File: src/rtl/vic_pkg.sv
package vic_pkg;
    localparam int VIC_NSRC  = 32;
    localparam int VIC_DW    = 32;
    localparam int VIC_CFG_W = 13;
    localparam int VIC_IDX_W = $clog2(VIC_NSRC);
    localparam int VIC_CCFG_W = 4;

    // Word offsets; fixed because software decodes them.
    localparam logic [5:0] OFF_EN     = 6'd32;
    localparam logic [5:0] OFF_ENSET  = 6'd33;
    localparam logic [5:0] OFF_ENCLR  = 6'd34;
    localparam logic [5:0] OFF_PEND   = 6'd35;
    localparam logic [5:0] OFF_RAW    = 6'd36;
    localparam logic [5:0] OFF_SW     = 6'd37;
    localparam logic [5:0] OFF_SWSET  = 6'd38;
    localparam logic [5:0] OFF_SWCLR  = 6'd39;
    localparam logic [5:0] OFF_STRIDE = 6'd40;
    localparam logic [5:0] OFF_STAT   = 6'd41;
    localparam logic [5:0] OFF_BASE   = 6'd42;
    localparam logic [5:0] OFF_VADDR  = 6'd43;

    typedef struct packed {
        logic [VIC_NSRC-1:0][VIC_CFG_W-1:0] cfg;
        logic [VIC_NSRC-1:0]                en;
        logic [VIC_NSRC-1:0]                sw;
        logic [VIC_NSRC-1:0]                raw;
        logic [VIC_DW-1:0]                  base;
        logic [VIC_CCFG_W-1:0]              stride;
    } vic_state_t;
endpackage

File: src/rtl/vic_prio_enc.sv
module vic_prio_enc #(
    parameter int N  = 32,
    parameter int IW = $clog2(N)
) (
    input  logic [N-1:0]  req,
    output logic          hit,
    output logic [IW-1:0] idx
);
    always_comb begin
        hit = 1'b0;
        idx = '0;
        // Scan downward so the lowest set bit is assigned last and wins.
        for (int i = N - 1; i >= 0; i--) begin
            if (req[i]) begin
                hit = 1'b1;
                idx = IW'(i);
            end
        end
    end
endmodule

File: src/rtl/vic_vec_gen.sv
module vic_vec_gen #(
    parameter int DW = 32,
    parameter int IW = 5
) (
    input  logic          hit,
    input  logic [IW-1:0] idx,
    input  logic [DW-1:0] base,
    input  logic [2:0]    stride_log,
    output logic [DW-1:0] vaddr,
    output logic [DW-1:0] status
);
    logic [4:0] shamt;

    always_comb begin
        // Entry size is 4 << stride_log, so the index shifts by stride_log + 2.
        shamt = {2'b00, stride_log} + 5'd2;
        if (hit) begin
            vaddr  = base + (DW'(idx) << shamt);
            status = {1'b1, {(DW-1-IW){1'b0}}, idx};
        end else begin
            vaddr  = '0;
            status = '0;
        end
    end
endmodule

File: src/rtl/vec_irq_ctrl.sv
module vec_irq_ctrl
    import vic_pkg::*;
#(
    parameter int AW = 6
) (
    input  logic                clk,
    input  logic                rst_n,
    input  logic [VIC_NSRC-1:0] src_lvl,
    input  logic                wr_en,
    input  logic [AW-1:0]       addr,
    input  logic [VIC_DW-1:0]   wdata,
    output logic [VIC_DW-1:0]   rdata,
    output logic                irq_req
);
    localparam int CFG_SPAN = VIC_NSRC;

    vic_state_t st_d, st_q;

    logic [VIC_NSRC-1:0]  pend;
    logic                 win_hit;
    logic [VIC_IDX_W-1:0] win_idx;
    logic [VIC_DW-1:0]    vaddr, status;
    logic                 in_cfg;

    assign in_cfg = (32'(addr) < CFG_SPAN);

    // Next-state logic
    always_comb begin
        st_d     = st_q;
        st_d.raw = src_lvl;
        if (wr_en) begin
            if (in_cfg) begin
                st_d.cfg[addr[VIC_IDX_W-1:0]] = wdata[VIC_CFG_W-1:0];
            end else begin
                case (addr)
                    OFF_EN:     st_d.en     = wdata;
                    OFF_ENSET:  st_d.en     = st_q.en | wdata;
                    OFF_ENCLR:  st_d.en     = st_q.en & ~wdata;
                    OFF_SW:     st_d.sw     = wdata;
                    OFF_SWSET:  st_d.sw     = st_q.sw | wdata;
                    OFF_SWCLR:  st_d.sw     = st_q.sw & ~wdata;
                    OFF_STRIDE: st_d.stride = wdata[VIC_CCFG_W-1:0];
                    OFF_BASE:   st_d.base   = wdata;
                    default:    ;
                endcase
            end
        end
    end

    always_ff @(posedge clk) begin
        if (!rst_n) st_q <= '0;
        else        st_q <= st_d;
    end

    assign pend = (st_q.raw | st_q.sw) & st_q.en;

    vic_prio_enc #(.N(VIC_NSRC), .IW(VIC_IDX_W)) u_prio (
        .req (pend),
        .hit (win_hit),
        .idx (win_idx)
    );

    vic_vec_gen #(.DW(VIC_DW), .IW(VIC_IDX_W)) u_vec (
        .hit        (win_hit),
        .idx        (win_idx),
        .base       (st_q.base),
        .stride_log (st_q.stride[2:0]),
        .vaddr      (vaddr),
        .status     (status)
    );

    assign irq_req = |pend;

    // Read mux
    always_comb begin
        rdata = '0;
        if (in_cfg) begin
            rdata = VIC_DW'(st_q.cfg[addr[VIC_IDX_W-1:0]]);
        end else begin
            case (addr)
                OFF_EN:     rdata = st_q.en;
                OFF_PEND:   rdata = pend;
                OFF_RAW:    rdata = st_q.raw;
                OFF_SW:     rdata = st_q.sw;
                OFF_STRIDE: rdata = VIC_DW'(st_q.stride);
                OFF_STAT:   rdata = status;
                OFF_BASE:   rdata = st_q.base;
                OFF_VADDR:  rdata = vaddr;
                default:    rdata = '0;
            endcase
        end
    end


    enable_set_chk: assert property (@(posedge clk) disable iff (!rst_n)
        (wr_en && addr == OFF_ENSET) |=> ((st_q.en & $past(wdata)) == $past(wdata)));


    sw_clear_chk: assert property (@(posedge clk) disable iff (!rst_n)
        (wr_en && addr == OFF_SWCLR) |=> ((st_q.sw & $past(wdata)) == '0));


    lowest_wins_chk: assert property (@(posedge clk) disable iff (!rst_n)
        irq_req |-> (pend[win_idx] &&
                     ((pend & ((VIC_NSRC'(1) << win_idx) - VIC_NSRC'(1))) == '0)));


    req_status_chk: assert property (@(posedge clk) disable iff (!rst_n)
        irq_req == status[VIC_DW-1]);


    idle_zero_chk: assert property (@(posedge clk) disable iff (!rst_n)
        !irq_req |-> (vaddr == '0 && status == '0));


    ro_base_chk: assert property (@(posedge clk) disable iff (!rst_n)
        (wr_en && (addr == OFF_VADDR || addr == OFF_STAT)) |=> $stable(st_q.base));
endmodule

File: config.mk
export PLATFORM = sky130hd
export DESIGN_NAME = vec_irq_ctrl
export DESIGN_NICKNAME = d
export VERILOG_FILES = /design/src/rtl/vic_pkg.sv /design/src/rtl/vic_prio_enc.sv /design/src/rtl/vic_vec_gen.sv /design/src/rtl/vec_irq_ctrl.sv
export SDC_FILE = /design/constraint.sdc
export NUM_CORES = 2
export LEC_CHECK = 0
export CORE_MARGIN = 4
export CORE_UTILIZATION = 55
export CTS_CLUSTER_DIAMETER = 150
export CTS_CLUSTER_SIZE = 25
export DETAILED_ROUTE_END_ITERATION = 10
export GPL_TIMING_DRIVEN = 0
export PLACE_DENSITY_LB_ADDON = 0.08
export SLEW_MARGIN = 10
export SYNTH_ARGS = -nofsm -noshare
export SYNTH_HDL_FRONTEND = slang
export SYNTH_SLANG_ARGS = --single-unit
File: constraint.sdc
create_clock -name clk -period 6.8 [get_ports clk]
set_input_delay 1.36 -clock clk [delete_from_list [all_inputs] [get_ports clk]]
set_output_delay 1.36 -clock clk [all_outputs]
set_load 0.01 [all_outputs]
==> impl_metrics.yaml <==
route:
  drc: 0
  firstDrtPassIters: 8
  vias: 25026
  routedWlPerCell_um: 24.0
  drt_iter0_markers: 3163
  wl_mm: 96.5
  viasPerCell: 6.22
  ant_nets: 0
clocking:
  numCtsBuffers: 25
  cts_root_buffer: "clkbuf_16"
  cts_buffer_depth: 3
  clk_transition_reported_paths_ns: 0.10
  clock_latency_ns: 0.60
  cts_tree: "built"
  cts_sinks: 548
  cts_hold_buffers: 0
  cts.htree.levels: 1
pwr:
  cellPowerDensity_nw_per_um2: 180
  p_leak_nw: 9.64
  p_total_mw: 5.42
  vdd_drop_max_mv: 0.179
sta:
  post-route-min-period_ns: 6.77
  fin_skew_ns: 0
  setup_viol: 0
  max_freq_mhz: 148
  tightest_slew_ns: 1.21
  rsz0062_at_grt: "false"
  final_hold_viol_count: 0
  maxSlewHeadroom_pct: 18.5
  period_share_pct: 99.6
  slew_violations: 0
floorplan:
  fp.dieArea_um2: 53100
  die_w_um: 231
  core_um2: 49000
  fp-row-count: 81
  die_y_um: 231
  io-pin-count: 106
  initial_core_util_pct: 55.6
setup_path:
  start_kind: "input port"
  arrival_ns: 5.41
  ff2ff_setup_slack_ns: 5.19
  critPathKind: "input port to primary output"
  setup.worst_path.end: "rdata[9]"
  startpoint: "addr[1]"
  rr_endpoint: "st_q[1]"
  r2r_cells: 4
  cp.required_ns: 5.44
  crit_path_max_fanout: 10
  r2r-start: "st_q[1]"
  cp-end-kind: "primary output"
global_route:
  grt_use_total_pct: 35.1
  grt_max_degree: 26
  grt_pass1_vias: 24078
  antenna_found_initial: 3
  grt_overflow: 0
  grt_pass1_wl_mm: 144
logic_synthesis:
  synth_edf_count: 0
  ys_ff_latch: 548
  syn_area_um2: 27200
  postSynthAreaPerCell_um2: 8.45
  ys_warn_count: 0
  synth.distinct_cells: 74
  synth_fp_nets: 3320
  async_reset_ff_share_pct: 0
  synth-seq-area-share_pct: 40.3
  syn_inst: 3225
  ys.flop_type: "dfxtp_1"
place:
  dp_hpwl_mm: 73.7
  place_inst: 3982
  port-buffer-count: 93
  gp_congestion: 1.07
  dpl_cell_area_um2: 29000
final_layout:
  top_register: "st_q"
  finish.instance_area_um2: 30100
  area_growth_pct: 10.5
  final_cell_mix: "1,071 x nand2_1, 548 x dfxtp_1, 488 x a21boi_0"
  final_cells: 4022
  largest_register_ffs: 548
  drive_above_1_share_pct: 8.52
  mostFrequentLayoutCell: "nand2_1"
  reg_top3: "st_q x548"
  fin_nets: 3451
run_status:
  status: "complete, no violations"
run:
  max_cap_viol_count: 0
hold_path:
  hold_path.class: "register to register"
routing by layer:
metal,track usage (%),up-vias,wire length (um)
met5,0,-,0
met4,20.9,0,7150
met3,4.97,333,8690
met2,57.4,1436,44100
met1,44.5,11940,36600
li1,-,11317,-
area by class of cell:
type	count	area [um2]
diodes	3	7.51
plain buffers	273	1060
clock buffers	26	639
fillers	4247	18800
inverters	22	82.6
multi-input cells	2382	15500
flip-flops and latches	548	11000
well taps	664	831
repair buffers	104	991
worst min-delay path by stage:
stage                    from   endpoint  slack [ns]  cells after the start
global route        st_q[375]  st_q[375]        0.48                      2
CTS                 st_q[161]  st_q[161]        0.47                      2
finish              st_q[159]  st_q[159]        0.47                      2
global placement    st_q[363]  st_q[363]        0.45                      2
floorplan           st_q[158]  st_q[158]        0.44                      2
detailed placement  st_q[161]  st_q[161]        0.45                      2
repair_timing:
item / 4_1_cts / 5_1_grt
gates resized for setup: 62 / 63
pin swaps: 13 / 17
setup endpoints to repair: 24 / 27
buffers inserted: 8 / 3
cell families (layout without fill, tap and decap cells):
| group | after synthesis | in the layout | share of synthesized area, % |
|---|---|---|---|
| simple gates | 1366 | 1366 | 20.6 |
| xor+xnor | 26 | 26 | 0.836 |
| buf+inv | 295 | 425 | 4.19 |
| mux | 144 | 144 | 11.3 |
| compound gates | 824 | 824 | 21.8 |
| fa+ha+maj | 22 | 22 | 1.04 |
| other cells | 0 | 3 | 0 |
| flops | 548 | 548 | 40.3 |
synthesized netlist by cell type, types with 4 or more instances:
| cell type | number | area, um2 |
|---|---|---|
| nand2_1 | 1071 | 4020 |
| dfxtp_1 | 548 | 11000 |
| a21boi_0 | 489 | 3670 |
| clkbuf_1 | 241 | 905 |
| mux4_2 | 130 | 2930 |
| nor2_1 | 117 | 439 |
| o21ai_0 | 110 | 551 |
| nor2b_1 | 41 | 257 |
| and2_1 | 39 | 244 |
| a22oi_1 | 36 | 270 |
| a21oi_1 | 34 | 170 |
| nand3_1 | 27 | 135 |
| a222oi_1 | 26 | 260 |
| inv_1 | 22 | 82.6 |
| buf_2 | 21 | 105 |
| ha_1 | 21 | 263 |
| o21ai_1 | 20 | 100 |
| mux2i_1 | 14 | 140 |
| o221ai_1 | 14 | 123 |
| xnor2_1 | 14 | 123 |
| o21a_1 | 12 | 90.1 |
| xor2_1 | 12 | 105 |
| nor3_1 | 11 | 55.1 |
| and3_1 | 10 | 62.6 |
| buf_1 | 10 | 37.5 |
| nand4_1 | 10 | 62.6 |
| o211ai_1 | 9 | 67.6 |
| a21o_1 | 8 | 60.1 |
| a221oi_1 | 7 | 61.3 |
| or3_1 | 7 | 43.8 |
| a211oi_1 | 6 | 45.0 |
| o2111ai_1 | 6 | 52.6 |
| a31oi_1 | 5 | 31.3 |
| nand2b_1 | 5 | 31.3 |
| o22ai_1 | 5 | 31.3 |
| o31ai_2 | 5 | 62.6 |
| nor3b_1 | 4 | 30.0 |
| o21ai_2 | 4 | 35.0 |
| or2_2 | 4 | 25.0 |
worst max-delay path, cell delays in order:
cell             delay, ns
clkdlybuf4s50_1       0.59
clkbuf_1              0.41
clkbuf_1              0.77
mux4_2                0.42
mux4_2                0.60
mux2i_1               0.47
o221ai_1              0.21
clkdlybuf4s50_1       0.57
metrics by stage:
stage	util (%)	TNS, ns	setup WS [ns]	hold WS (ns)
2_1_floorplan	-	0	1.55	0.440
3_3_place_gp	59.2	-6.51	-0.624	0.446
3_5_place_dp	59.3	-7.00	-0.679	0.455
4_1_cts	61.1	0	0.0104	0.469
5_1_grt	61.5	0	0.0129	0.483
6_report	61.5	0	0.0268	0.468
report_power, final:
| group | switching [mW] | internal (mW) | total (mW) | leakage [nW] |
|---|---|---|---|---|
| Combinational | 0.292 | 0.158 | 0.451 | 4.90 |
| Sequential | 0.0217 | 3.23 | 3.25 | 4.42 |
| Clock | 1.04 | 0.673 | 1.72 | 0.315 |
| Total | 1.36 | 4.06 | 5.42 | 9.64 |
(Power assumes the default switching activity.)
